## config.mk

```make
export PLATFORM = sky130hd
export DESIGN_NAME = epfifo_access_ctrl
export DESIGN_NICKNAME = d
export VERILOG_FILES = /design/src/rtl/epfifo_pkg.sv /design/src/rtl/epfifo_ep_store.sv /design/src/rtl/epfifo_settle_timer.sv /design/src/rtl/epfifo_pipe_events.sv /design/src/rtl/epfifo_access_ctrl.sv
export SDC_FILE = /design/constraint.sdc
export NUM_CORES = 1
export LEC_CHECK = 0
export CELL_PAD_IN_SITES_DETAIL_PLACEMENT = 0
export CELL_PAD_IN_SITES_GLOBAL_PLACEMENT = 1
export CORE_ASPECT_RATIO = 1.2
export CORE_MARGIN = 1.5
export CORE_UTILIZATION = 51
export CTS_CLUSTER_DIAMETER = 50
export DETAILED_ROUTE_END_ITERATION = 16
export GPL_ROUTABILITY_DRIVEN = 0
export PLACE_DENSITY_LB_ADDON = 0.1
export SLEW_MARGIN = 10
export SYNTH_ARGS = -nofsm -noshare
export SYNTH_HDL_FRONTEND = slang
export SYNTH_HIERARCHICAL = 1
export SYNTH_SLANG_ARGS = --single-unit
export TNS_END_PERCENT = 5
```

## constraint.sdc

```tcl
create_clock -name clk -period 5.2 [get_ports clk]
set_input_delay 0.78 -clock clk [delete_from_list [all_inputs] [get_ports clk]]
set_output_delay 0.78 -clock clk [all_outputs]
set_load 0.03 [all_outputs]
```

## src/rtl/epfifo_pkg.sv

```systemverilog
// Package: shared control-word layout for the endpoint FIFO access controller.
// Assumes an endpoint field of two bits, so at most four endpoints.
package epfifo_pkg;

    localparam int EP_FIELD_W = 2;

    // Read-back image of the control register, most significant bit first.
    typedef struct packed {
        logic                  err;
        logic                  ready;
        logic [EP_FIELD_W-1:0] ep;
        logic                  rsv;
        logic                  zlp;
        logic                  dir;
        logic                  req;
    } ctl_word_t;

    localparam int BIT_REQ  = 0;
    localparam int BIT_DIR  = 1;
    localparam int BIT_ZLP  = 2;
    localparam int BIT_EP   = 4;
    localparam int BIT_ERRC = 7;

endpackage

```

## src/rtl/epfifo_ep_store.sv

```systemverilog
// Module: one endpoint byte FIFO with a registered count.
// Push when full and pop when empty are dropped here, so callers may request
// freely. The head byte is visible combinationally. Assumes DEPTH is a power of two.
module epfifo_ep_store #(
    parameter int DEPTH = 4
) (
    input  logic       clk,
    input  logic       rst_n,
    input  logic       push,
    input  logic       pop,
    input  logic [7:0] wdata,
    output logic [7:0] head,
    output logic       empty,
    output logic       full
);
    localparam int PW = (DEPTH > 1) ? $clog2(DEPTH) : 1;
    localparam int CW = $clog2(DEPTH + 1);
    localparam logic [CW-1:0] FULL_CNT = CW'(DEPTH);

    logic [7:0]    mem [DEPTH];
    logic [PW-1:0] wp;
    logic [PW-1:0] rp;
    logic [CW-1:0] cnt;
    logic          do_push;
    logic          do_pop;

    // Qualify requests against occupancy.
    always_comb begin
        do_push = push && !full;
        do_pop  = pop && !empty;
    end

    assign empty = (cnt == '0);
    assign full  = (cnt == FULL_CNT);
    assign head  = mem[rp];

    // Storage array write port, no reset needed for data.
    always_ff @(posedge clk) begin
        if (do_push) begin
            mem[wp] <= wdata;
        end
    end

    // Pointer and occupancy bookkeeping.
    always_ff @(posedge clk) begin
        if (!rst_n) begin
            wp  <= '0;
            rp  <= '0;
            cnt <= '0;
        end else begin
            if (do_push) begin
                wp <= (wp == PW'(DEPTH - 1)) ? '0 : wp + 1'b1;
            end
            if (do_pop) begin
                rp <= (rp == PW'(DEPTH - 1)) ? '0 : rp + 1'b1;
            end
            case ({do_push, do_pop})
                2'b10:   cnt <= cnt + 1'b1;
                2'b01:   cnt <= cnt - 1'b1;
                default: cnt <= cnt;
            endcase
        end
    end

endmodule

```

## src/rtl/epfifo_settle_timer.sv

```systemverilog
// Module: settle-window counter.
// Restart forces the count to zero. While run is high the count climbs and
// saturates at GAP, and settled is high at saturation. Assumes GAP >= 1.
module epfifo_settle_timer #(
    parameter int GAP = 100
) (
    input  logic clk,
    input  logic rst_n,
    input  logic restart,
    input  logic run,
    output logic settled
);
    localparam int CW = $clog2(GAP + 1);
    localparam logic [CW-1:0] GAP_C = CW'(GAP);

    logic [CW-1:0] cnt;

    assign settled = (cnt == GAP_C);

    // Count cycles since the last restart, saturating at the window length.
    always_ff @(posedge clk) begin
        if (!rst_n) begin
            cnt <= '0;
        end else if (restart || !run) begin
            cnt <= '0;
        end else if (!settled) begin
            cnt <= cnt + 1'b1;
        end
    end

endmodule

```

## src/rtl/epfifo_pipe_events.sv

```systemverilog
// Module: host completion events.
// Produces the one-cycle interrupt, latches the completed pipe number and keeps
// one pending zero-length flag per endpoint. A set wins over a clear in the same cycle.
module epfifo_pipe_events #(
    parameter int N_EP = 3,
    parameter int EPW  = 2
) (
    input  logic            clk,
    input  logic            rst_n,
    input  logic            host_done,
    input  logic [EPW-1:0]  host_pipe,
    input  logic            zlp_arm,
    input  logic [EPW-1:0]  arm_ep,
    output logic            usb_irq,
    output logic [EPW-1:0]  act_pipe,
    output logic [N_EP-1:0] zlp_flags
);
    // Interrupt pulse and completed-pipe latch.
    always_ff @(posedge clk) begin
        if (!rst_n) begin
            usb_irq  <= 1'b0;
            act_pipe <= '0;
        end else begin
            usb_irq <= host_done;
            if (host_done) begin
                act_pipe <= host_pipe;
            end
        end
    end

    for (genvar i = 0; i < N_EP; i++) begin : g_zlp
        // Per-endpoint pending zero-length packet flag.
        always_ff @(posedge clk) begin
            if (!rst_n) begin
                zlp_flags[i] <= 1'b0;
            end else if (zlp_arm && arm_ep == EPW'(i)) begin
                zlp_flags[i] <= 1'b1;
            end else if (host_done && host_pipe == EPW'(i)) begin
                zlp_flags[i] <= 1'b0;
            end
        end
    end

endmodule

```

## src/rtl/epfifo_access_ctrl.sv

```systemverilog
// Module: top of the endpoint FIFO access handshake controller.
// The processor selects an endpoint and direction through a control register,
// polls ready, then moves one byte per settle window through a data register.
// The host-active pipe is excluded from processor access. Assumes N_EP <= 4,
// GAP >= 1, and that the control and data addresses do not overlap.
module epfifo_access_ctrl
    import epfifo_pkg::*;
#(
    parameter int N_EP      = 3,
    parameter int DEPTH     = 8,
    parameter int GAP       = 100,
    parameter int ADDR_W    = 4,
    parameter int CTL_ADDR  = 0,
    parameter int DATA_BASE = 1
) (
    input  logic              clk,
    input  logic              rst_n,
    input  logic [ADDR_W-1:0] bus_addr,
    input  logic              bus_wr,
    input  logic              bus_rd,
    input  logic [7:0]        bus_wdata,
    output logic [7:0]        bus_rdata,
    input  logic              host_busy,
    input  logic [1:0]        host_pipe,
    input  logic              host_done,
    input  logic              host_push,
    input  logic              host_pop,
    input  logic [7:0]        host_wdata,
    output logic [7:0]        host_rdata,
    output logic [N_EP-1:0]   zlp_flags,
    output logic              usb_irq,
    output logic [1:0]        act_pipe
);
    localparam int EPW = EP_FIELD_W;
    localparam logic [ADDR_W-1:0] CTL_A = ADDR_W'(CTL_ADDR);
    localparam logic [EPW:0]      EP_LIMIT = (EPW+1)'(N_EP);

    // Control state.
    logic           req_q;
    logic           dir_q;
    logic           zlp_q;
    logic [EPW-1:0] ep_q;
    logic           err_q;

    // Decode and qualification.
    logic            ctl_hit;
    logic            ctl_write;
    logic [N_EP-1:0] addr_sel;
    logic            data_hit;
    logic            own_hit;
    logic            ep_valid;
    logic            conflict;
    logic            settled;
    logic            room_ok;
    logic            ready_w;
    logic            cpu_rd_ok;
    logic            cpu_wr_ok;
    logic            acc_ok;
    logic            bad_access;
    logic            zlp_arm;

    // Per-endpoint FIFO signals.
    logic [7:0]      head_v [N_EP];
    logic [N_EP-1:0] empty_v;
    logic [N_EP-1:0] full_v;
    logic [N_EP-1:0] push_v;
    logic [N_EP-1:0] pop_v;
    logic [7:0]      push_data;
    logic [7:0]      sel_head;
    logic            sel_empty;
    logic            sel_full;
    logic            host_pipe_ok;

    logic            unused_wbits;
    assign unused_wbits = &{1'b0, bus_wdata[6], bus_wdata[3]};

    assign ctl_hit   = (bus_addr == CTL_A);
    assign ctl_write = bus_wr && ctl_hit;
    assign ep_valid  = ({1'b0, ep_q} < EP_LIMIT);
    assign conflict  = host_busy && (host_pipe == ep_q);
    assign host_pipe_ok = ({1'b0, host_pipe} < EP_LIMIT);

    for (genvar i = 0; i < N_EP; i++) begin : g_dec
        assign addr_sel[i] = (bus_addr == ADDR_W'(DATA_BASE + i));
    end

    assign data_hit = |addr_sel;

    // Pick the selected endpoint's status and whether the bus hits its data register.
    always_comb begin
        own_hit   = 1'b0;
        sel_head  = '0;
        sel_empty = 1'b1;
        sel_full  = 1'b1;
        for (int i = 0; i < N_EP; i++) begin
            if (ep_q == EPW'(i)) begin
                own_hit   = addr_sel[i];
                sel_head  = head_v[i];
                sel_empty = empty_v[i];
                sel_full  = full_v[i];
            end
        end
    end

    // Data-availability condition for the pending request.
    always_comb begin
        if (zlp_q) begin
            room_ok = 1'b1;
        end else if (dir_q) begin
            room_ok = !sel_full;
        end else begin
            room_ok = !sel_empty;
        end
    end

    assign ready_w = req_q && ep_valid && settled && !conflict && room_ok;

    // Classify the processor data access of this cycle.
    always_comb begin
        cpu_rd_ok  = bus_rd && own_hit && ready_w && !zlp_q && !dir_q;
        cpu_wr_ok  = bus_wr && own_hit && ready_w && !zlp_q && dir_q;
        acc_ok     = cpu_rd_ok || cpu_wr_ok;
        bad_access = (bus_rd || bus_wr) && data_hit && !acc_ok;
        zlp_arm    = ctl_write && !bus_wdata[BIT_REQ] && req_q && zlp_q && ready_w;
    end

    // Control register fields.
    always_ff @(posedge clk) begin
        if (!rst_n) begin
            req_q <= 1'b0;
            dir_q <= 1'b0;
            zlp_q <= 1'b0;
            ep_q  <= '0;
        end else if (ctl_write) begin
            req_q <= bus_wdata[BIT_REQ];
            dir_q <= bus_wdata[BIT_DIR];
            zlp_q <= bus_wdata[BIT_ZLP];
            ep_q  <= bus_wdata[BIT_EP +: EPW];
        end
    end

    // Sticky access error, cleared only by an explicit control write.
    always_ff @(posedge clk) begin
        if (!rst_n) begin
            err_q <= 1'b0;
        end else if (ctl_write && bus_wdata[BIT_ERRC]) begin
            err_q <= 1'b0;
        end else if (bad_access) begin
            err_q <= 1'b1;
        end
    end

    epfifo_settle_timer #(
        .GAP (GAP)
    ) u_timer (
        .clk     (clk),
        .rst_n   (rst_n),
        .restart (ctl_write || acc_ok || conflict),
        .run     (req_q),
        .settled (settled)
    );

    // Route processor or host requests to each FIFO; the two never share a pipe.
    always_comb begin
        push_data = cpu_wr_ok ? bus_wdata : host_wdata;
        for (int i = 0; i < N_EP; i++) begin
            push_v[i] = (cpu_wr_ok && ep_q == EPW'(i))
                     || (host_busy && host_push && host_pipe == EPW'(i));
            pop_v[i]  = (cpu_rd_ok && ep_q == EPW'(i))
                     || (host_busy && host_pop && host_pipe == EPW'(i));
        end
    end

    for (genvar i = 0; i < N_EP; i++) begin : g_ep
        epfifo_ep_store #(
            .DEPTH (DEPTH)
        ) u_store (
            .clk   (clk),
            .rst_n (rst_n),
            .push  (push_v[i]),
            .pop   (pop_v[i]),
            .wdata (push_data),
            .head  (head_v[i]),
            .empty (empty_v[i]),
            .full  (full_v[i])
        );
    end

    // Host-side head byte of the pipe in use.
    always_comb begin
        host_rdata = '0;
        if (host_busy && host_pipe_ok) begin
            for (int i = 0; i < N_EP; i++) begin
                if (host_pipe == EPW'(i)) begin
                    host_rdata = head_v[i];
                end
            end
        end
    end

    // Register read mux: control image, or the head byte when a read would be accepted.
    always_comb begin
        ctl_word_t img;
        img.err   = err_q;
        img.ready = ready_w;
        img.ep    = ep_q;
        img.rsv   = 1'b0;
        img.zlp   = zlp_q;
        img.dir   = dir_q;
        img.req   = req_q;
        if (ctl_hit) begin
            bus_rdata = img;
        end else if (own_hit && ready_w && !dir_q && !zlp_q) begin
            bus_rdata = sel_head;
        end else begin
            bus_rdata = '0;
        end
    end

    epfifo_pipe_events #(
        .N_EP (N_EP),
        .EPW  (EPW)
    ) u_events (
        .clk       (clk),
        .rst_n     (rst_n),
        .host_done (host_done),
        .host_pipe (host_pipe),
        .zlp_arm   (zlp_arm),
        .arm_ep    (ep_q),
        .usb_irq   (usb_irq),
        .act_pipe  (act_pipe),
        .zlp_flags (zlp_flags)
    );

endmodule

```

Word level (Yosys, flattened, before mapping)
Memories as Yosys holds them, arrays and structs flattened. A register that Yosys moved wholly into a read port is not among the register bits.
Cells that the tools add are included.
{"block": "totals", "reg_bits": 49, "mem_bits_rw": 192, "in_bits": 30, "out_inout_bits": 22, "wordCells": 202, "memories": 3}
{"name": "g_ep[0].u_store.mem", "depth": 8, "width": 8, "rd": 1, "rd_clocked_by_memory_dff": 1, "write_ports": 1, "line_no": "epfifo_ep_store.sv:20", "rtl": "logic [7:0] mem [DEPTH];"}
{"name": "g_ep[1].u_store.mem", "depth": 8, "width": 8, "rd": 1, "rd_clocked_by_memory_dff": 1, "write_ports": 1, "line_no": "epfifo_ep_store.sv:20"}
{"name": "g_ep[2].u_store.mem", "depth": 8, "width": 8, "rd": 1, "rd_clocked_by_memory_dff": 1, "write_ports": 1, "line_no": "epfifo_ep_store.sv:20"}
{"block": "op_classes", "add_sub_neg": 13, "order_cmp": 2, "eq_ne": 24, "mux": 48, "bitwise": 1, "n_reduce_logical": 91}
{"cell": "$mux 8", "n": 10}
{"cell": "$logic_and 1x1->1", "n": 51}
{"cell": "$mux 3", "n": 12}
{"cell": "$pmux 4 s2", "n": 3}
{"cell": "$mux 1", "n": 23}
{"cell": "$add 3x1->3 const B", "n": 6}
{"cell": "$eq 3x3->1 const B", "n": 6}
{"cell": "$logic_not 4->1", "n": 4}
{"cell": "$logic_not 1->1", "n": 14}
{"cell": "$add 4x1->4 const B", "n": 3}
{"cell": "$eq 4x4->1 const B", "n": 3}
{"cell": "$reduce_bool 2->1", "n": 6}
{"cell": "$sub 4x1->4 const B", "n": 3}
{"cell": "$logic_or 1x1->1", "n": 11}
{"cell": "$eq 2x1->1 const B", "n": 5}
{"cell": "$eq 2x2->1 const B", "n": 5}
{"cell": "$eq 4x2->1 const B", "n": 2}
{"cell": "$add 7x1->7 const B", "n": 1}
{"cell": "$eq 7x7->1 const B", "n": 1}
{"cell": "$eq 4x1->1 const B", "n": 1}
{"cell": "$logic_not 2->1", "n": 2}
{"cell": "$lt 2x2->1 const B", "n": 2}
{"cell": "$reduce_or 2->1", "n": 2}
{"cell": "$reduce_or 3->1", "n": 1}
{"cell": "2 further kinds", "n": 2}

Depth between registers and ports, before layout
Gate-level depths: netlist of run 1.
{"block": "depth", "depth_word": 16, "depth_mapped": 20, "depth_no_buf": 18}

Modules after synthesis
The synthesis of run 1 kept the hierarchy.
{"module": "epfifo_ep_store at g_ep[2].u_store", "n_inst": 1, "cells_each": 172, "area_per_inst_um2": 3198.1}
{"module": "epfifo_ep_store at g_ep[1].u_store", "n_inst": 1, "cells_each": 172, "area_per_inst_um2": 3131.8}
{"module": "epfifo_ep_store at g_ep[0].u_store", "n_inst": 1, "cells_each": 172, "area_per_inst_um2": 3128.0}
{"module": "epfifo_access_ctrl", "n_inst": 1, "cells_each": 169, "area_per_inst_um2": 1181.1}
{"module": "epfifo_settle_timer", "n_inst": 1, "cells_each": 40, "area_per_inst_um2": 360.3}
{"module": "epfifo_pipe_events", "n_inst": 1, "cells_each": 23, "area_per_inst_um2": 236.5}

Worst setup path before layout of run 1
Ideal clock, no wire load.
{"block": "synth_path", "path_kind": "flip-flop to flip-flop", "start": "register u_timer.cnt[0]", "end": "register g_ep[0].u_store.cnt[2]", "arrival_time_ns": 3.753, "setup_slack_ns": 1.377, "path_stages_with_launch": 21, "n_path_buf": 3, "period_less_slack_ns": 3.823, "path_cell_list": "dfxtp_1 > inv_1 > ha_1 > nor4bb_2 > and2_1 > buf_6 > nand2_1 > a311oi_4 > and3_1 > nand4_1 > buf_6 > o31ai_1 > a21bo_1 > buf_4 > ha_1 > xor2_1 > ha_1 > a21oi_1 > xor2_1 > or3_1 > a21boi_1"}
{"block": "synth_between", "elab_chain_len": 12}
{"element": "start: declaration", "line_no": "epfifo_settle_timer.sv:16", "rtl": "logic [CW-1:0] cnt;"}
{"element": "start signal: assignment", "line_no": "epfifo_settle_timer.sv:27", "rtl": "cnt <= cnt + 1'b1;"}
{"element": "$eq 7x7->1 (*)", "line_no": "epfifo_settle_timer.sv:18", "rtl": "assign settled = (cnt == GAP_C);"}
{"element": "net settled", "line_no": "epfifo_access_ctrl.sv:53", "rtl": "logic settled;"}
{"element": "$logic_and 1x1->1 (*) (3 in a row)", "line_no": "epfifo_access_ctrl.sv:116", "rtl": "assign ready_w = req_q && ep_valid && settled && !conflict && room_ok;"}
{"element": "$logic_and 1x1->1 (*) (3 in a row)", "line_no": "epfifo_access_ctrl.sv:121", "rtl": "cpu_wr_ok = bus_wr && own_hit && ready_w && !zlp_q && dir_q;"}
{"element": "$logic_and 1x1->1 (*)", "line_no": "epfifo_access_ctrl.sv:167", "rtl": "push_v[i] = (cpu_wr_ok && ep_q == EPW'(i))"}
{"element": "$logic_or 1x1->1 (*)", "line_no": "epfifo_access_ctrl.sv:168", "rtl": "|| (host_busy && host_push && host_pipe == EPW'(i));"}
{"element": "net push_v[0]", "line_no": "epfifo_access_ctrl.sv:66", "rtl": "logic [N_EP-1:0] push_v;"}
{"element": "$logic_and 1x1->1 (*)", "line_no": "epfifo_ep_store.sv:29", "rtl": "do_push = push && !full;"}
{"element": "$eq 2x1->1 / $eq 2x2->1 (equally long branches)", "line_no": "epfifo_ep_store.sv:57", "rtl": "case ({do_push, do_pop})"}
{"element": "$pmux 4 s2 / $reduce_bool 2->1 (equally long branches)"}
{"element": "end signal: assignment", "line_no": "epfifo_ep_store.sv:58", "rtl": "2'b10: cnt <= cnt + 1'b1;"}
{"element": "end signal: assignment", "line_no": "epfifo_ep_store.sv:59", "rtl": "2'b01: cnt <= cnt - 1'b1;"}
{"element": "end signal: assignment", "line_no": "epfifo_ep_store.sv:60", "rtl": "default: cnt <= cnt;"}
{"element": "end: declaration", "line_no": "epfifo_ep_store.sv:23", "rtl": "logic [CW-1:0] cnt;"}
Mark *: on every way through the listed nets, which the timed path passes. The rest lies on a longest branch.
A chain may end at the register's enable or synchronous reset.

Worst setup path after layout of run 1
{"block": "layout_path", "start": "register u_timer.cnt[0]", "end": "output bus_rdata[4]"}
{"block": "layout_between", "elab_chain_len": 9}
{"element": "$eq 7x7->1", "line_no": "epfifo_settle_timer.sv:18"}
{"element": "net settled", "line_no": "epfifo_access_ctrl.sv:53"}
{"element": "$logic_and 1x1->1 (3 in a row)", "line_no": "epfifo_access_ctrl.sv:116"}
{"element": "$logic_and 1x1->1 (3 in a row)", "line_no": "epfifo_access_ctrl.sv:213", "rtl": "end else if (own_hit && ready_w && !dir_q && !zlp_q) begin"}
{"element": "$mux 8", "line_no": "epfifo_access_ctrl.sv:213"}
{"element": "$mux 8", "line_no": "epfifo_access_ctrl.sv:211", "rtl": "if (ctl_hit) begin"}
{"element": "end: declaration", "line_no": "epfifo_access_ctrl.sv:22", "rtl": "output logic [7:0] bus_rdata,"}
The timed path passes the listed nets, and every way through them passes these cells.

==> results.json, run 1 <==
{
  "synthMuxAreaShare_pct": 16.6,
  "finClkSkew_ns": 0.0133,
  "antenna_cells": 0,
  "hp-class": "reg -> reg",
  "synth_edf_count": 192,
  "hp-start": "err_q$_SDFFE_PP0P_",
  "yosysWarnings": 6,
  "clockBufferDepth": 3,
  "drtPass1Iterations": 5,
  "yosys.area.top_type": "edfxtp_1",
  "drtIter0Drc": 437,
  "cts_hold_buf": 0,
  "clock-sinks": 250,
  "num-nets-final": 862,
  "rr_startpoint": "u_timer/cnt[0]$_SDFFE_PP0P_",
  "syn_area_mm2": 0.0112,
  "grt_pass1_vias": 6547,
  "synth_top_area_share_pct": 51.3,
  "synthCells": 748,
  "placementRows": 59,
  "synth_compound_area_share_pct": 5.38,
  "synth_ff_type": "edfxtp_1",
  "synth_cell_type_count": 56,
  "worstMarginPinSlew_ns": 1.02,
  "ys_ff_latch": 250,
  "die_h_um": 166,
  "num-fill-cells": 1618,
  "grt_max_degree": 30,
  "grt-ovfl-total": 0,
  "vias": 6515,
  "fin_setup_tns_ns": 0,
  "die_area_mm2": 0.0229,
  "cts_buffers": 27,
  "clk_latency_ns": 0.54,
  "start_util_pct": 51.9,
  "htree_num_levels": 1,
  "final_cell_mix": "edfxtp_1 (192), dfxtp_1 (58), clkdlybuf4s50_1 (51), nand2_1 (50), mux4_2 (34)",
  "powerDensity_mw_per_mm2": 331,
  "holdWs_ns": 0.464,
  "fmax_mhz": 217,
  "hpwl_um": 16800,
  "antenna_found_initial": 0,
  "fin_crit_sh_pct": 88.6,
  "ys_seq_area_share_pct": 61.6,
  "p_leak_uw": 0.00437,
  "finalSetupViolations": 0,
  "maxCapViolCount": 0,
  "slew_viol_final": 0,
  "synthXorXnorAreaFrac_pct": 1.24,
  "grt_usage_pct": 21.8,
  "critical_path_required_ns": 4.42,
  "synthTopCellsByArea": "edfxtp_1 (51%), dfxtp_1 (10%), mux4_2 (6.8%)",
  "drive_gt1_share_pct": 17.5,
  "synthesis.nets": 801,
  "avgSynthCellArea_um2": 15.0,
  "wire_per_inst_um": 22.6,
  "synthSimpleGateAreaFrac_pct": 9.90,
  "critical_path.startpoint_type": "flip-flop",
  "path_clk_slew_ns": 0.06,
  "startpoint": "u_timer/cnt[0]$_SDFFE_PP0P_",
  "route.detailed.drc": 0,
  "hold_violations": 0,
  "path_class": "reg -> out",
  "totalWireLength_um": 24900,
  "die_w_um": 138,
  "core_mm2": 0.0216,
  "ant_nets": 0,
  "final_common_cell": "edfxtp_1",
  "ys_async_sr_fraction_pct": 0,
  "worst_ep_arrival_time_ns": 3.83,
  "cts_setup_buffers": 0,
  "syn_to_final_growth_pct": 15.1,
  "outcome": "finished clean",
  "port_buffers": 51,
  "cts_resized": 0,
  "synth_top_family_by_area": "multiplexers",
  "cts_root_buf": "clkbuf_16",
  "rsz0062_at_grt": "no",
  "crit_path_end_kind": "output port",
  "synth_fa_ha_area_share_pct": 2.56,
  "cts_tree": "built",
  "slew_headroom_pct": 31.6,
  "cp_max_fo": 10,
  "num_io_pins": 52,
  "ir_drop_mv": 0.266,
  "viasPerCell": 5.90,
  "fin_crit_ns": 4.61,
  "grt_pass1_wl_um": 37700
}
area by class of cell:
cell class	instances	area (um^2)	share of cell area (%)
sequential	250	6930	53.6
tap	274	343	2.65
timing repair buffer	75	691	5.34
clock buffer	30	687	5.31
inverter	10	37.5	0.290
multi-input combinational	445	4020	31.1
clock inverter	20	226	1.75
Yosys cell counts (all sizes together), types with 3 or more instances:
library cell / instances
o21a: 3
nand2b: 11
buf: 28
nor2b: 19
o41ai: 4
and3b: 3
clkbuf: 15
o21ai: 23
nand2: 51
a21bo: 3
nor3: 22
and3: 3
dfxtp: 58
xnor2: 6
and2: 18
mux2i: 31
o32ai: 3
nand4: 4
nand3b: 6
a21boi: 16
ha: 23
nor3b: 6
mux4: 49
nor4bb: 3
nand3: 15
inv: 10
mux2: 33
nor4: 9
nor2: 25
a21oi: 23
xor2: 9
o31ai: 3
edfxtp: 192
or3: 8
through the flow:
stage / power (uW) / setup WS (ns) / instance area (um^2) / cells / utilization [%]
detailed placement: 2370 / 0.643 / 12000 / 1054 / 55.6
global route: 4410 / 0.363 / 12900 / 1104 / 59.8
floorplan: 2290 / 1.38 / 11200 / 748 / -
finish: 4280 / 0.592 / 12900 / 1104 / 59.8
CTS: 4310 / 0.561 / 12900 / 1104 / 59.8
global placement: 2360 / 0.625 / 12000 / 1054 / 55.6
metal layers:
layer	global-route usage [%]	vias up	wire length [um]
met4	6.08	0	474
met1	27.5	3292	10600
li1	-	3015	-
met3	3.32	38	1170
met5	0	-	0
met2	39.2	170	12700
worst max-delay path: stages, from the launching register on:
cell             delay [ns]
dfxtp_1                0.34
inv_1                  0.08
ha_1                   0.14
nor4bb_2               0.30
and2_1                 0.30
nand2_1                0.15
a311oi_4               0.37
nand4_1                0.42
o21ai_0                0.44
clkdlybuf4s50_1        0.74
sequential cells by signal, indices dropped and copies added, names as in the netlist, named ones only:
register	cells
g_ep.u_store/cnt	12
req_q	1
zlp_q	1
u_events/zlp_flags	3
u_timer/cnt	7
g_ep.u_store/rp	9
dir_q	1
u_events/act_pipe	2
ep_q	2
g_ep.u_store/wp	9
err_q	1
g_ep.u_store/mem	192
u_events/usb_irq	1
report_power, final:
group	total [uW]	internal, uW	switching (uW)
Sequential	2160	2160	8.39
Combinational	161	66.8	93.9
Clock	1950	1160	789
kinds of logic after synthesis:
logic type,after synthesis
xor+xnor,15
fa+ha+maj,23
simple gates,207
flops,250
buf+inv,53
compound gates,87
mux,113
final timing paths:
check | endpoint | slack [ns] | cells after the start
setup / recovery | bus_rdata[4] | 0.59 | 9
hold / removal | err_q$_SDFFE_PP0P_ | 0.46 | 2
setup reg to reg | g_ep[0].u_store/cnt[2]$_SDFFE_PN0P_ | 0.73 | 17
hold reg to reg | err_q$_SDFFE_PP0P_ | 0.46 | 2
Note: power is estimated with default switching activity, not from simulation.
==> run 2: changes to the inputs <==
--- a/config.mk
+++ b/config.mk
@@ -9,11 +9,12 @@
 export CELL_PAD_IN_SITES_GLOBAL_PLACEMENT = 1
 export CORE_ASPECT_RATIO = 1.2
 export CORE_MARGIN = 1.5
-export CORE_UTILIZATION = 51
+export CORE_UTILIZATION = 46
 export CTS_CLUSTER_DIAMETER = 50
 export DETAILED_ROUTE_END_ITERATION = 16
 export GPL_ROUTABILITY_DRIVEN = 0
 export PLACE_DENSITY_LB_ADDON = 0.1
+export SKIP_LAST_GASP = 1
 export SLEW_MARGIN = 10
 export SYNTH_ARGS = -nofsm -noshare
 export SYNTH_HDL_FRONTEND = slang
==> constraint.sdc (replaced) <==
create_clock -name clk -period 4 [get_ports clk]
set_input_delay 0.6 -clock clk [delete_from_list [all_inputs] [get_ports clk]]
set_output_delay 0.6 -clock clk [all_outputs]
set_load 0.03 [all_outputs]
==> results.json, run 2 (synthesis gave the netlist of run 1 again) <==
{
  "outcome": "finished clean",
  "path_clk_slew_ns": 0.06,
  "rsz0062_at_grt": "yes",
  "finalSetupViolations": 0,
  "rr_startpoint": "u_timer/cnt[0]$_SDFFE_PP0P_",
  "holdPathStages": 2,
  "critical_path_required_ns": 4.45,
  "placementRows": 62,
  "vias": 6525,
  "antenna_found_initial": 0,
  "largest_reg_flops": 192,
  "r2r_end": "g_ep[0].u_store/cnt[3]$_SDFFE_PN0P_",
  "largest-register": "g_ep.u_store/mem",
  "antenna_cells": 0,
  "final_common_cell": "edfxtp_1",
  "reg2regPathDepth": 17,
  "cts_buffers": 28,
  "path_class": "reg -> reg",
  "grt_usage_pct": 19.4,
  "reg_top3": "g_ep.u_store/mem (192), g_ep.u_store/cnt (12)",
  "hp-start": "err_q$_SDFFE_PP0P_",
  "grt_max_degree": 29,
  "start_util_pct": 46.9,
  "critical_path.startpoint_type": "flip-flop",
  "cts_hold_buf": 0,
  "wl_met2_um": 12700,
  "clk_latency_ns": 0.54,
  "p_leak_uw": 0.00456,
  "fin_crit_ns": 3.79,
  "fin_ws_ns": 0.211,
  "wl_met3_um": 1130,
  "maxCapViolCount": 0,
  "place_inst": 1130,
  "postLayoutCellArea_mm2": 0.0132,
  "finClkSkew_ns": 0.0233,
  "drtIter0Drc": 317,
  "cts_tree": "built",
  "die_h_um": 174,
  "slew_headroom_pct": 31.3,
  "drive_gt1_share_pct": 21.5,
  "ir_drop_mv": 0.353,
  "final_cell_mix": "edfxtp_1 (192), buf_4 (61), dfxtp_1 (58), nand2_1 (50), clkdlybuf4s50_1 (43)",
  "num-fill-cells": 1908,
  "grt-ovfl-total": 0,
  "min_to": "err_q$_SDFFE_PP0P_",
  "grt_pass1_wl_um": 37700,
  "dpl-instance-area_mm2": 0.0123,
  "clockBufferDepth": 3,
  "clock-sinks": 250,
  "drtPass1Iterations": 6,
  "syn_to_final_growth_pct": 17.6,
  "hpwl_um": 17000,
  "hold_violations": 0,
  "worst_ep_arrival_time_ns": 4.24,
  "core_mm2": 0.0240,
  "cts_setup_buffers": 0,
  "multi_input_area_mm2": 0.00402,
  "slew_viol_final": 0,
  "route.layer.met1.wl_um": 10200,
  "grt_pass1_vias": 6691,
  "die_area_mm2": 0.0254,
  "powerDensity_mw_per_mm2": 418,
  "instances_no_fill": 1182,
  "crit_path_end_kind": "flip-flop",
  "port_buffers": 51,
  "die_w_um": 146,
  "fin_util_pct": 55.1,
  "num_io_pins": 52,
  "htree_num_levels": 1,
  "viasPerCell": 5.52,
  "ant_nets": 0,
  "route.detailed.drc": 0,
  "cts_root_buf": "clkbuf_16",
  "top_layer": "met4",
  "hp-class": "reg -> reg",
  "fin_crit_sh_pct": 94.7,
  "rrSetupSlack_ns": 0.21,
  "wire_per_inst_um": 20.7,
  "worstMarginPinSlew_ns": 1.03,
  "totalWireLength_um": 24500,
  "fmax_mhz": 264,
  "num-nets-final": 893,
  "place_ws_ns": 0.124,
  "regArea_mm2": 0.00693,
  "cp_max_fo": 10
}
run 2: cell count changes in the layout (fill, tap and decap cells not counted), sizes merged:
cell | before | now
bufinv | 4 | 2
clkinv | 10 | 11
dlymetal6s2s | 0 | 1
clkbuf | 30 | 33
clkdlybuf4s50 | 51 | 43
buf | 24 | 61
run 2: per-stage QoR:
stage	hold slack [ns]	power, uW	TNS (ns)
detailed placement	0.474	3080	0
finish	0.473	5520	0
CTS	0.482	5580	0
global placement	0.445	3080	0
floorplan	0.430	2980	0
global route	0.495	5690	-0.421
run 2: timing repair:
item / CTS / global route
endpoints found under the hold margin: 0 / 0
setup endpoints to repair: 0 / 6
gates resized for setup: 0 / 3
run 2: report_power, final:
group	switching, uW	leakage (uW)	total, uW	internal (uW)
sequential	10.1	0.00220	2810	2800
clock	1010	0.000454	2490	1480
combinational	124	0.00191	216	91.6
run 2: final cells by class:
cell class	instances	share of cell area, %
tap	320	3.03
inverter	10	0.284
clock inverter	19	1.33
clock buffer	33	5.68
sequential	250	52.4
timing repair buffer	105	6.82
multi-input combinational	445	30.4
run 2: critical path, stage by stage (launching register included):
cell,delay [ns]
dfxtp_1,0.34
inv_1,0.08
ha_1,0.14
nor4bb_2,0.30
and2_1,0.19
nand2_1,0.11
a311oi_4,0.30
and3_1,0.19
nand4_1,0.19
o31ai_2,0.23
buf_4,0.16
a21bo_1,0.21
buf_4,0.17
ha_1,0.25
nand3b_1,0.18
a211o_1,0.30
a21oi_1,0.16
mux2i_1,0.20
run 2: how the worst max path moves through the flow:
stage / startpoint / endpoint / slack, ns
finish: u_timer/cnt[0]$_SDFFE_PP0P_ / g_ep[0].u_store/cnt[3]$_SDFFE_PN0P_ / 0.21
global route: u_timer/cnt[0]$_SDFFE_PP0P_ / g_ep[0].u_store/cnt[3]$_SDFFE_PN0P_ / -0.12
CTS: u_timer/cnt[0]$_SDFFE_PP0P_ / bus_rdata[1] / 0.002
detailed placement: host_pipe[0] / g_ep[0].u_store/cnt[3]$_SDFFE_PN0P_ / 0.12
global placement: host_pipe[0] / g_ep[0].u_store/cnt[2]$_SDFFE_PN0P_ / 0.09
floorplan: u_timer/cnt[0]$_SDFFE_PP0P_ / g_ep[0].u_store/cnt[2]$_SDFFE_PN0P_ / 0.18
run 2: layer usage:
layer  vias up  global-route usage [%]
met1      3262                    24.0
li1       3080                       -
met2       154                    35.1
met5         -                       0
met3        29                    3.23
met4         0                    5.31
==> run 3: changes to the inputs <==
--- a/config.mk
+++ b/config.mk
@@ -11,6 +11,7 @@
 export CORE_MARGIN = 1.5
 export CORE_UTILIZATION = 46
 export CTS_CLUSTER_DIAMETER = 50
+export CTS_CLUSTER_SIZE = 8
 export DETAILED_ROUTE_END_ITERATION = 16
 export GPL_ROUTABILITY_DRIVEN = 0
 export PLACE_DENSITY_LB_ADDON = 0.1
==> results.json, run 3 (synthesis gave the netlist of run 1 again) <==
{
  "regArea_mm2": 0.00693,
  "final_common_cell": "edfxtp_1",
  "critical_path_required_ns": 3.40,
  "num_io_pins": 52,
  "maxCapViolCount": 0,
  "powerDensity_mw_per_mm2": 439,
  "htree_num_levels": 2,
  "clockBufferDepth": 3,
  "crit_path_end_kind": "output port",
  "antenna_found_initial": 0,
  "grt_max_degree": 29,
  "core_mm2": 0.0240,
  "num-nets-final": 903,
  "die_h_um": 174,
  "grt_pass1_vias": 6764,
  "p_leak_uw": 0.00462,
  "viasPerCell": 5.51,
  "die_w_um": 146,
  "slew_viol_final": 0,
  "reg2regPathDepth": 16,
  "rsz0062_at_grt": "no",
  "die_area_mm2": 0.0254,
  "crit_end": "bus_rdata[1]",
  "grt-ovfl-total": 0,
  "placementRows": 62,
  "finalSetupViolations": 0,
  "fin_setup_tns_ns": 0,
  "cts_tree": "built",
  "route.detailed.drc": 0,
  "hold_violations": 0,
  "clk_latency_ns": 0.51,
  "cp_max_fo": 4,
  "holdWs_ns": 0.473,
  "hpwl_um": 17000,
  "clock-sinks": 250,
  "grt_pass1_wl_um": 38400,
  "cts_root_buf": "clkbuf_16",
  "hp-class": "reg -> reg",
  "largest-register": "g_ep.u_store/mem",
  "ant_nets": 0,
  "worst_ep_arrival_time_ns": 3.19,
  "reg_top3": "g_ep.u_store/mem (192), g_ep.u_store/cnt (12)",
  "start_util_pct": 46.9,
  "drtPass1Iterations": 4,
  "startpoint": "u_timer/cnt[0]$_SDFFE_PP0P_",
  "final_cell_mix": "edfxtp_1 (192), buf_4 (62), dfxtp_1 (58), nand2_1 (50), clkdlybuf4s50_1 (44)",
  "port_buffers": 51,
  "path_clk_slew_ns": 0.05,
  "rr_startpoint": "g_ep[2].u_store/cnt[1]$_SDFFE_PN0P_",
  "multi_input_area_mm2": 0.00404,
  "fin_ws_ns": 0.207,
  "wire_per_inst_um": 20.9,
  "ir_drop_mv": 0.305,
  "cts_buffers": 37,
  "totalWireLength_um": 25000,
  "vias": 6594,
  "largest_reg_flops": 192,
  "critical_path.startpoint_type": "flip-flop",
  "outcome": "finished clean",
  "rrSetupSlack_ns": 0.31,
  "r2r_end": "g_ep[1].u_store/cnt[2]$_SDFFE_PN0P_",
  "path_class": "reg -> out",
  "fin_crit_ns": 3.79,
  "cts_hold_buf": 0,
  "num-fill-cells": 1890,
  "grt_usage_pct": 19.9,
  "fin_crit_sh_pct": 94.8,
  "fmax_mhz": 264,
  "worstMarginPinSlew_ns": 1.04,
  "slew_headroom_pct": 30.4,
  "power.total_uw": 5880,
  "drive_gt1_share_pct": 20.9,
  "drtIter0Drc": 310,
  "syn_to_final_growth_pct": 19.2,
  "finClkSkew_ns": 0.0213,
  "fin_util_pct": 55.9,
  "antenna_cells": 0,
  "place_ws_ns": 0.124
}
## run 3: worst min-delay path by stage
stage / startpoint / end / cells past startpoint
final: err_q$_SDFFE_PP0P_ / err_q$_SDFFE_PP0P_ / 2
after global routing: err_q$_SDFFE_PP0P_ / err_q$_SDFFE_PP0P_ / 2
after CTS: err_q$_SDFFE_PP0P_ / err_q$_SDFFE_PP0P_ / 2
after detailed placement: err_q$_SDFFE_PP0P_ / err_q$_SDFFE_PP0P_ / 2
after global placement: err_q$_SDFFE_PP0P_ / err_q$_SDFFE_PP0P_ / 2
after floorplan: err_q$_SDFFE_PP0P_ / err_q$_SDFFE_PP0P_ / 2
## run 3: final cells by class
| type | instances | share of cell area [%] |
|---|---|---|
| Sequential cell | 250 | 51.7 |
| Multi-Input combinational cell | 445 | 30.1 |
| Clock buffer | 65 | 8.00 |
| Timing Repair Buffer | 106 | 6.76 |
| Tap cell | 320 | 2.99 |
| Inverter | 10 | 0.280 |
| Clock inverter | 1 | 0.121 |
## run 3: stage by stage
stage / area [um^2] / cells
CTS: 13400 / 1196
finish: 13400 / 1197
detailed placement: 12300 / 1130
global route: 13400 / 1197
global placement: 12300 / 1130
floorplan: 11200 / 748
## run 3: repair_timing
item / in CTS / in global routing
gates resized for setup: 0 / 5
endpoints found under the setup margin: 0 / 6
buffers inserted: 0 / 1
## run 3: routing by layer
layer | vias up | track usage (%) | routed length [um]
met5 | - | 0 | 0
met4 | 0 | 6.93 | 623
met3 | 47 | 3.86 | 1230
met2 | 163 | 34.7 | 12800
met1 | 3273 | 24.9 | 10300
li1 | 3111 | - | -
## run 3: worst max-delay path: stages, from the launching register on
cell and delay (ns):
dfxtp_1 0.34, inv_1 0.08, ha_1 0.15, nor4bb_4 0.22, and2_4 0.19, nand2_1 0.10
a311oi_4 0.25, buf_4 0.17, nand4_1 0.15, o31ai_1 0.32, clkdlybuf4s50_1 0.74
## run 3: where the power goes
| group | internal (uW) | leakage [uW] | switching [uW] |
|---|---|---|---|
| Clock | 1800 | 0.000519 | 1050 |
| Sequential | 2810 | 0.00220 | 10.0 |
| Combinational | 92.0 | 0.00190 | 124 |
